**src/rtl/cpx_seq_pkg.sv**
```systemverilog
package cpx_seq_pkg;

    typedef enum logic {
        ST_IDLE = 1'b0,
        ST_RUN  = 1'b1
    } seq_state_e;

    typedef struct packed {
        seq_state_e  state;
        logic [31:0] addr;
        logic        wb_en;
        logic [31:0] wb_val;
        logic        exc;
        logic        abt;
        logic        wbv;
    } seq_regs_t;

endpackage

```
**src/rtl/cpx_ea_calc.sv**
```systemverilog
module cpx_ea_calc #(
    parameter int ADDR_W  = 32,
    parameter int OFS_W   = 8,
    parameter int SPACE_W = 26
) (
    input  logic [ADDR_W-1:0] base_i,
    input  logic [OFS_W-1:0]  ofs_i,
    input  logic              up_i,
    input  logic              pre_i,
    input  logic              wb_req_i,
    output logic [ADDR_W-1:0] start_addr_o,
    output logic              illegal_o,
    output logic              wb_en_o,
    output logic [ADDR_W-1:0] wb_val_o
);
    localparam int PAD_W = ADDR_W - OFS_W - 2;

    logic [ADDR_W-1:0] byte_ofs;
    logic [ADDR_W-1:0] moved;
    logic [ADDR_W-1:0] start_raw;

    always_comb begin
        // word count scaled to bytes
        byte_ofs     = {{PAD_W{1'b0}}, ofs_i, 2'b00};
        moved        = up_i ? (base_i + byte_ofs) : (base_i - byte_ofs);
        start_raw    = pre_i ? moved : base_i;
        start_addr_o = start_raw & ~ADDR_W'(3);
        illegal_o    = |start_raw[ADDR_W-1:SPACE_W];
        wb_en_o      = !pre_i || wb_req_i;
        wb_val_o     = moved;
    end
endmodule

```
**src/rtl/cpx_beat_fsm.sv**
```systemverilog
module cpx_beat_fsm
    import cpx_seq_pkg::*;
#(
    parameter int ADDR_W  = 32,
    parameter int SPACE_W = 26
) (
    input  logic              clk,
    input  logic              rst_n,
    input  logic              start_i,
    input  logic [ADDR_W-1:0] start_addr_i,
    input  logic              illegal_i,
    input  logic              wb_en_i,
    input  logic [ADDR_W-1:0] wb_val_i,
    input  logic              cop_last_i,
    input  logic              mem_ack_i,
    input  logic              mem_abort_i,
    output logic              mem_req_o,
    output logic [ADDR_W-1:0] mem_addr_o,
    output logic              busy_o,
    output logic              addr_exc_o,
    output logic              abort_o,
    output logic              wb_valid_o,
    output logic [ADDR_W-1:0] wb_data_o
);
    localparam int HI_W = ADDR_W - SPACE_W;

    seq_regs_t r_d, r_q;

    always_comb begin
        r_d     = r_q;
        r_d.exc = 1'b0;
        r_d.abt = 1'b0;
        r_d.wbv = 1'b0;
        unique case (r_q.state)
            ST_IDLE: begin
                if (start_i) begin
                    if (illegal_i) begin
                        r_d.exc = 1'b1;
                    end else begin
                        r_d.state  = ST_RUN;
                        r_d.addr   = start_addr_i;
                        r_d.wb_en  = wb_en_i;
                        r_d.wb_val = wb_val_i;
                    end
                end
            end
            ST_RUN: begin
                if (mem_abort_i) begin
                    r_d.state = ST_IDLE;
                    r_d.abt   = 1'b1;
                    r_d.wbv   = r_q.wb_en;
                end else if (mem_ack_i && cop_last_i) begin
                    r_d.state = ST_IDLE;
                    r_d.wbv   = r_q.wb_en;
                end else if (mem_ack_i) begin
                    r_d.addr = {{HI_W{1'b0}},
                                r_q.addr[SPACE_W-1:0] + SPACE_W'(4)};
                end
            end
            default: r_d.state = ST_IDLE;
        endcase
    end

    always_ff @(posedge clk or negedge rst_n) begin
        if (!rst_n) begin
            r_q <= '{state: ST_IDLE, addr: '0, wb_en: 1'b0, wb_val: '0,
                     exc: 1'b0, abt: 1'b0, wbv: 1'b0};
        end else begin
            r_q <= r_d;
        end
    end

    assign mem_req_o  = (r_q.state == ST_RUN);
    assign mem_addr_o = r_q.addr;
    assign busy_o     = (r_q.state == ST_RUN);
    assign addr_exc_o = r_q.exc;
    assign abort_o    = r_q.abt;
    assign wb_valid_o = r_q.wbv;
    assign wb_data_o  = r_q.wb_val;


    step_four_chk: assert property (@(posedge clk) disable iff (!rst_n)
        (mem_req_o && mem_ack_i && !cop_last_i && !mem_abort_i) |=>
        (mem_req_o && mem_addr_o[SPACE_W-1:0] ==
         $past(mem_addr_o[SPACE_W-1:0]) + SPACE_W'(4)));


    hold_stall_chk: assert property (@(posedge clk) disable iff (!rst_n)
        (mem_req_o && !mem_ack_i && !mem_abort_i) |=>
        (mem_req_o && $stable(mem_addr_o)));


    last_ends_chk: assert property (@(posedge clk) disable iff (!rst_n)
        (mem_req_o && mem_ack_i && cop_last_i) |=> !mem_req_o);


    abort_pulse_chk: assert property (@(posedge clk) disable iff (!rst_n)
        (mem_req_o && mem_abort_i) |=> (abort_o && !mem_req_o));


    abort_single_chk: assert property (@(posedge clk) disable iff (!rst_n)
        abort_o |=> !abort_o);


    exc_quiet_chk: assert property (@(posedge clk) disable iff (!rst_n)
        addr_exc_o |-> (!mem_req_o && !wb_valid_o && !abort_o));


    aligned_chk: assert property (@(posedge clk) disable iff (!rst_n)
        mem_req_o |-> (mem_addr_o[1:0] == 2'b00 && mem_addr_o[ADDR_W-1:SPACE_W] == '0));
endmodule

```
**src/rtl/cpx_xfer_seq.sv**
```systemverilog
module cpx_xfer_seq #(
    parameter int ADDR_W  = 32,
    parameter int OFS_W   = 8,
    parameter int SPACE_W = 26
) (
    input  logic              clk,
    input  logic              rst_n,
    input  logic              start_i,
    input  logic [ADDR_W-1:0] base_i,
    input  logic [OFS_W-1:0]  ofs_i,
    input  logic              up_i,
    input  logic              pre_i,
    input  logic              wb_req_i,
    input  logic              cop_last_i,
    input  logic              mem_ack_i,
    input  logic              mem_abort_i,
    output logic              mem_req_o,
    output logic [ADDR_W-1:0] mem_addr_o,
    output logic              busy_o,
    output logic              addr_exc_o,
    output logic              abort_o,
    output logic              wb_valid_o,
    output logic [ADDR_W-1:0] wb_data_o
);
    logic [ADDR_W-1:0] start_addr;
    logic              illegal;
    logic              wb_en;
    logic [ADDR_W-1:0] wb_val;

    cpx_ea_calc #(.ADDR_W(ADDR_W), .OFS_W(OFS_W), .SPACE_W(SPACE_W)) u_ea (
        .base_i       (base_i),
        .ofs_i        (ofs_i),
        .up_i         (up_i),
        .pre_i        (pre_i),
        .wb_req_i     (wb_req_i),
        .start_addr_o (start_addr),
        .illegal_o    (illegal),
        .wb_en_o      (wb_en),
        .wb_val_o     (wb_val)
    );

    cpx_beat_fsm #(.ADDR_W(ADDR_W), .SPACE_W(SPACE_W)) u_fsm (
        .clk          (clk),
        .rst_n        (rst_n),
        .start_i      (start_i),
        .start_addr_i (start_addr),
        .illegal_i    (illegal),
        .wb_en_i      (wb_en),
        .wb_val_i     (wb_val),
        .cop_last_i   (cop_last_i),
        .mem_ack_i    (mem_ack_i),
        .mem_abort_i  (mem_abort_i),
        .mem_req_o    (mem_req_o),
        .mem_addr_o   (mem_addr_o),
        .busy_o       (busy_o),
        .addr_exc_o   (addr_exc_o),
        .abort_o      (abort_o),
        .wb_valid_o   (wb_valid_o),
        .wb_data_o    (wb_data_o)
    );


    pulses_apart_chk: assert property (@(posedge clk) disable iff (!rst_n)
        $onehot0({addr_exc_o, abort_o}));


    no_restart_chk: assert property (@(posedge clk) disable iff (!rst_n)
        (busy_o && start_i && !mem_ack_i && !mem_abort_i) |=> $stable(mem_addr_o));
endmodule

```
**config.mk**
```make
export PLATFORM = sky130hd
export DESIGN_NAME = cpx_xfer_seq
export DESIGN_NICKNAME = d
export VERILOG_FILES = /design/src/rtl/cpx_seq_pkg.sv /design/src/rtl/cpx_ea_calc.sv /design/src/rtl/cpx_beat_fsm.sv /design/src/rtl/cpx_xfer_seq.sv
export SDC_FILE = /design/constraint.sdc
export NUM_CORES = 1
export LEC_CHECK = 0
export CORE_MARGIN = 1.5
export CORE_UTILIZATION = 48
export CTS_CLUSTER_DIAMETER = 200
export DETAILED_ROUTE_END_ITERATION = 7
export GPL_TIMING_DRIVEN = 0
export PLACE_DENSITY = 0.78
export SYNTH_ARGS = -nofsm -noshare
export SYNTH_HDL_FRONTEND = slang
export SYNTH_HIERARCHICAL = 1
export SYNTH_SLANG_ARGS = --single-unit
```
**constraint.sdc**
```tcl
create_clock -name clk -period 2.1 [get_ports clk]
set_clock_uncertainty 0.2 [all_clocks]
set_input_delay 0.42 -clock clk [delete_from_list [all_inputs] [get_ports clk]]
set_output_delay 0.42 -clock clk [all_outputs]
set_load 0.03 [all_outputs]
```
==> results.yml, run 1 <==
run_status:
  violations: "hold timing, setup timing"
  outcome: "finished, violations left"
grt:
  grt_pass1_vias: 6013
  grt_pass1_wl_mm: 31.66
  antenna_found_initial: 0
  grt_max_degree: 70
  track_usage_pct: 31.45
  grt_overflow: 0
yosys:
  synth_top_cell_by_area: "dfrtp_1"
  synth.distinct_cells: 73
  yosysMostFrequentCell: "nand2_1"
  ys_top_cells_by_count: "nand2_1 (151), buf_4 (69), dfrtp_1 (69), a21oi_1 (46), nor2_1 (38)"
  synth-warning-count: 6
  syn-cell-area_mm2: 0.006015
  ys_async_sr_fraction_pct: 100.0
  yosysSeqAreaShare_pct: 28.71
  synth-edff-count: 0
  syn_inst: 740
  ys_ff_latch: 69
  synth_area_leaders: "dfrtp_1 (29%), nand2_1 (9.4%), buf_4 (8.6%)"
  synth_top_area_share_pct: 28.71
  synth_flop_cell: "dfrtp_1"
  syn_avg_cell_area_um2: 8.128
finish:
  multiInputGateArea_mm2: 0.004145
  final_area_mm2: 0.008833
  regArea_mm2: 0.001728
  drive_above_1_share_pct: 33.81
  nNetsFinal: 979
  fillCellCount: 940
  area_delta_synth_final_pct: 46.87
  n_antenna_cell: 0
sta:
  clock.fmax_mhz: 193.7
  worstMarginPinSlew_ps: 915.0
  min_period_ps: 5163
  grt_setup_unrepaired: "true"
  setup_tns_ps: -199150
  finalMaxSlewViolations: 0
  layout_worst_path_cycle_share_pct: 245.9
  fin_ws_ps: -3063
  finalSetupViolations: 67
  hold_viol: 8
  maxSlewHeadroom_pct: 39.00
  timing.hold.ws_ps: -7.985
clocking:
  cts-root-buf: "clkbuf_16"
  worstSkewPairLatency_ps: 350
  clk_pin_slew_ps: 60
  clockBufferDepth: 2
  cts_tree: "done"
  cts_made_buffers: 9
  cts.sinks: 69
  htreeDepth: 3
critical_path:
  cp_top_family: "compound AO/OA/AOI/OAI gates"
  worstReg2RegStart: "u_fsm/mem_addr_o[8]$_DFFE_PN0P_"
  r2r_cells: 5
  cpMaxStageDelayCell: "or4b_4"
  crit_path_end_kind: "register"
  cp-start-kind: "input port"
  worstPathRequired_ps: 2100
  crit_arrival_ps: 5160
  rr_endpoint: "u_fsm/mem_addr_o[19]$_DFFE_PN0P_"
  crit_path_end: "u_fsm/mem_addr_o[19]$_DFFE_PN0P_"
  cpPeakStageDelay_ps: 560
  critPathLaunch: "ofs_i[1]"
  path_cells: "buf_2 -> inv_1 -> ha_2 -> a21oi_1 -> xor2_1 -> ha_1 -> a21o_1 -> a31o_1 -> o2111ai_2 -> nand3_1 -> a31oi_4 -> o21a_1 -> mux2_2 -> xnor2_2 -> or4b_4 -> or3b_4 -> and2_4 -> clkbuf_16 -> a22oi_2 -> o311ai_1"
  crit_path_max_fanout: 5
  path_class: "in2reg"
  crit_cells: 20
  path_buf_inv: 3
  reg2reg_slack_ps: -240
place:
  dp_hpwl_mm: 14.88
  place_area_mm2: 0.007511
  port-buffer-count: 114
  dp_slack_ps: -4685
  place.gp.congestion: 0.9519
floorplan:
  num_io_pins: 118
  start_util_pct: 49.66
  die-area_mm2: 0.01321
  core_area_mm2: 0.01211
  fp.dieW_um: 114.9
  rows: 40
  die-height_um: 114.9
power_and_ir_drop:
  power.leakage_uw: 0.004407
  max-vdd-ir-drop_uv: 802.0
  powerDensity_mw_per_mm2: 973.3
  power.total_uw: 8597
detailed_routing:
  totalWireLength_mm: 21.12
  wl_per_cell_um: 19.74
  via_per_inst: 5.740
  detail-route-antenna-nets: 0
  drt-initial-drc-count: 455
  drc: 0
  vias: 6142
  drt_first_pass_iters: 5
flow_run:
  cap_violations: 0
min_path:
  hp-class: "in2async"
==> metrics by stage <==
step | std cells | util [%]
global route | 1070 | 72.93
global placement | 1023 | 62.04
detailed placement | 1023 | 62.01
floorplan | 741 | -
finish | 1070 | 72.93
CTS | 1057 | 68.70
==> final cells by class <==
class / instances / area share, %
Buffer: 98 / 9.717
Clock buffer: 11 / 2.748
Clock inverter: 5 / 0.6799
Inverter: 13 / 0.5524
Multi-Input combinational cell: 554 / 46.93
Sequential cell: 69 / 19.56
Tap cell: 168 / 2.380
Timing Repair Buffer: 152 / 17.44
==> timing repair <==
action	4_1_cts	5_1_grt
pin swaps	24	48
resized for setup	135	129
gates cloned	4	2
hold buffers	0	0
setup endpoints to repair	95	99
setup buffers	18	15
==> registers in the layout, summed over array words and instances (netlist names) <==
name	count
u_fsm/mem_addr_o	32
u_fsm/wb_data_o	32
u_fsm/abort_o	1
u_fsm/addr_exc_o	1
u_fsm/busy_o	1
u_fsm/r_q	1
u_fsm/wb_valid_o	1
==> layer usage <==
metal | track usage [%] | up-vias | routed length, um
met5 | 0 | - | 0
met4 | 14.07 | 0 | 690
met3 | 4.586 | 55 | 1310
met2 | 52.14 | 244 | 10350
met1 | 40.81 | 2966 | 8764
li1 | - | 2877 | -
==> worst register-to-register path, cell delays in order (launching register included) <==
cell and delay, ps:
dfrtp_1 360, clkbuf_1 310, nand4_1 430, nor2_1 510, nand3_1 140, o311ai_1 280
==> how the worst min path moves through the flow <==
stage / from / to / slack, ps / cells after the start
after floorplan: rst_n / u_fsm/abort_o$_DFF_PN0_ / -80 / 0
after global placement: u_fsm/wb_data_o[8]$_DFFE_PN0P_ / u_fsm/wb_data_o[8]$_DFFE_PN0P_ / 260 / 2
after detailed placement: u_fsm/wb_data_o[20]$_DFFE_PN0P_ / u_fsm/wb_data_o[20]$_DFFE_PN0P_ / 260 / 2
after CTS: rst_n / u_fsm/wb_data_o[22]$_DFFE_PN0P_ / 30 / 1
after global routing: rst_n / u_fsm/wb_data_o[30]$_DFFE_PN0P_ / 80 / 1
final: rst_n / u_fsm/mem_addr_o[0]$_DFFE_PN0P_ / -8 / 1
==> cell usage in the layout, fill, tap and decap left out, types with 10 or more instances in the layout <==
cell | Yosys | routed
nor2_1 | 38 | 35
xor2_1 | 20 | 20
clkdlybuf4s50_1 | 0 | 43
a22oi_2 | 0 | 19
o21ai_1 | 1 | 17
dlymetal6s2s_1 | 0 | 32
a21oi_1 | 46 | 27
a21oi_2 | 0 | 14
dfrtp_1 | 69 | 68
nand2_1 | 151 | 121
dlygate4sd2_1 | 0 | 30
mux2_2 | 29 | 28
nand3_1 | 24 | 22
clkbuf_1 | 29 | 10
buf_4 | 69 | 103
ha_1 | 32 | 20
nand4_1 | 12 | 12
nand2_2 | 0 | 21
clkbuf_16 | 0 | 16
nor3_1 | 18 | 16
o21ai_0 | 30 | 14
xnor2_1 | 13 | 12
inv_1 | 13 | 12
==> logic make-up after synthesis <==
| family | after synthesis | share of synthesized area, % |
|---|---|---|
| adder cells (fa/ha/maj) | 33 | 6.990 |
| other | 1 | 0.06235 |
| AO/OA/AOI/OAI | 162 | 18.22 |
| flip-flops | 69 | 28.71 |
| XOR/XNOR | 34 | 5.076 |
| AND/OR/NAND/NOR | 287 | 21.84 |
| buffers and inverters | 119 | 12.59 |
| multiplexers | 35 | 6.511 |
==> power breakdown <==
| part | total [uW] | switching (uW) | leakage [uW] | internal, uW |
|---|---|---|---|---|
| combinational | 4600 | 2450 | 0.00337 | 2150 |
| sequential | 2410 | 597 | 0.000893 | 1810 |
| clock | 1590 | 636 | 0.000146 | 955 |
| total | 8600 | 3680 | 0.00441 | 4910 |
Note: power is estimated with default switching activity, not from simulation.
==> run 2: changes to the inputs <==
--- a/config.mk
+++ b/config.mk
@@ -6,7 +6,7 @@
 export NUM_CORES = 1
 export LEC_CHECK = 0
 export CORE_MARGIN = 1.5
-export CORE_UTILIZATION = 48
+export CORE_UTILIZATION = 50
 export CTS_CLUSTER_DIAMETER = 200
 export DETAILED_ROUTE_END_ITERATION = 7
 export GPL_TIMING_DRIVEN = 0
==> constraint.sdc (replaced) <==
create_clock -name clk -period 6.3 [get_ports clk]
set_clock_uncertainty 0.2 [all_clocks]
set_input_delay 1.26 -clock clk [delete_from_list [all_inputs] [get_ports clk]]
set_output_delay 1.26 -clock clk [all_outputs]
set_load 0.03 [all_outputs]
==> run 2 against run 1 <==
Compared with the run above:
- hold slack improved by 280 ps
- non-clock buffer count is 16 lower
- the run now ends clean
- power shrank 67%
- wire length fell by 7.0%
- worst setup slack better by 3200 ps
- register-to-register slack better by 4200 ps
- combinational power fell by 67%
==> results.yml, run 2 (synthesis results as in run 1) <==
run_status:
  outcome: "completed"
clocking:
  cts_made_buffers: 9
  ctsHoldBuffers: 0
  worstSkewPairLatency_ps: 350
  cts.sinks: 69
  htreeDepth: 3
  cts-root-buf: "clkbuf_16"
  cts_tree: "done"
  clk_pin_slew_ps: 60
  clockBufferDepth: 2
finish:
  drive_above_1_share_pct: 25.08
  final_util_pct: 70.13
  instances_no_fill: 1028
  n_antenna_cell: 0
  final_cell_mix: "nand2_1 (149), clkdlybuf4s50_1 (105), buf_4 (89), dfrtp_1 (69), nor2_1 (36)"
  mostFrequentLayoutCell: "nand2_1"
  area_delta_synth_final_pct: 34.85
  final_area_mm2: 0.008110
  nNetsFinal: 962
power_and_ir_drop:
  p_int_uw: 1662
  power_switching_share_pct: 41.34
  combPwrFrac_pct: 53.7
  max-vdd-ir-drop_uv: 325.5
  power.leakage_uw: 0.003609
  switching_power_uw: 1171
  pwr-share-clk_pct: 18.5
  seqPwrFrac_pct: 27.7
  powerDensity_mw_per_mm2: 349.2
floorplan:
  start_util_pct: 52.01
  die-height_um: 112.7
  core_area_mm2: 0.01156
  rows: 39
  die-area_mm2: 0.01270
  num_io_pins: 118
  fp.dieW_um: 112.7
detailed_routing:
  vias: 6030
  drt-initial-drc-count: 534
  detail-route-antenna-nets: 0
  drt_first_pass_iters: 6
  totalWireLength_mm: 19.64
  wl_per_cell_um: 19.11
  via_per_inst: 5.866
  drc: 0
grt:
  grt_pass1_wl_mm: 31.08
  antenna_found_initial: 0
  grt_max_degree: 70
  track_usage_pct: 31.34
  grt_overflow: 0
  grt_pass1_vias: 5935
sta:
  min_period_ps: 6179
  clock.fmax_mhz: 161.8
  layout_worst_path_cycle_share_pct: 98.08
  hold_viol: 0
  maxSlewHeadroom_pct: 38.85
  finalMaxSlewViolations: 0
  fin_ws_ps: 121.1
  worstMarginPinSlew_ps: 917.3
  timing.hold.ws_ps: 274.5
  finalSetupViolations: 0
min_path:
  hp-class: "reg2reg"
  hold_depth: 2
critical_path:
  worstPathRequired_ps: 6320
  r2r_cells: 5
  crit_arrival_ps: 6200
  crit_path_max_fanout: 10
  crit_path_end_kind: "register"
  path_class: "in2reg"
  cp-start-kind: "input port"
place:
  place_area_mm2: 0.007366
  dp_hpwl_mm: 14.39
  dp_cells: 998
  port-buffer-count: 114
  dp_slack_ps: -1482
  place.gp.congestion: 0.9124
flow_run:
  cap_violations: 0
[run 2: path summary, 6_finish.rpt]
kind / from / end / slack (ps)
setup / recovery: ofs_i[7] / u_fsm/mem_addr_o[2]$_DFFE_PN0P_ / 120
hold / removal: u_fsm/mem_addr_o[0]$_DFFE_PN0P_ / u_fsm/mem_addr_o[0]$_DFFE_PN0P_ / 270
setup reg to reg: u_fsm/mem_addr_o[8]$_DFFE_PN0P_ / u_fsm/mem_addr_o[19]$_DFFE_PN0P_ / 3960
hold reg to reg: u_fsm/mem_addr_o[0]$_DFFE_PN0P_ / u_fsm/mem_addr_o[0]$_DFFE_PN0P_ / 270
max in group asynchronous: rst_n / u_fsm/wb_data_o[6]$_DFFE_PN0P_ / 4460
min in group asynchronous: rst_n / u_fsm/wb_data_o[18]$_DFFE_PN0P_ / 850
[run 2: final cells by class]
class / count / area, um^2
Inverter: 13 / 48.80
Sequential cell: 69 / 1727
Clock inverter: 3 / 45.04
Buffer: 100 / 742.0
Fill cell: 954 / 3455
Timing Repair Buffer: 134 / 1279
Tap cell: 143 / 178.9
Clock buffer: 13 / 250.2
Multi-Input combinational cell: 553 / 3840
[run 2: worst max-delay path, stage by stage]
cell and delay, ps:
clkdlybuf4s50_1 490, nor2_2 340, a21oi_4 150, buf_4 160, buf_6 110, ha_4 290
and4_4 230, nand3_1 90, o211ai_2 210, a41o_1 330, a31oi_4 130, and3_2 250
o22a_1 190, a211o_1 290, or4b_4 520, or3b_4 420, and2_4 150, buf_6 130
buf_12 140, a221oi_1 220, a21oi_1 70
[run 2: per-stage QoR]
stage | total power [uW] | setup TNS (ps)
6_report | 2832 | 0
5_1_grt | 2979 | -130.7
3_5_place_dp | 2235 | -88870
4_1_cts | 2802 | 0
3_3_place_gp | 2216 | -84160
2_1_floorplan | 1723 | 0
[run 2: metal layers]
layer  routed length [um]  vias up  GRT usage [%]
li1                     -     2830              -
met4                  531        0          12.32
met5                    0        -              0
met1                 8234     2908          40.16
met2                 9626      253          53.78
met3                 1248       39          3.996
[run 2: what timing repair did]
action,in CTS,in global routing
setup endpoints to repair,66,66
setup buffers,13,7
pin swaps,20,23
resized for setup,88,49
[run 2: power groups by stage]
stage / logic, uW / registers [uW] / clock network, uW
after floorplan: 994 / 729 / 0
after global placement: 1440 / 773 / 0
after detailed placement: 1460 / 780 / 0
after CTS: 1500 / 774 / 532
after global routing: 1620 / 811 / 548
final: 1520 / 785 / 525
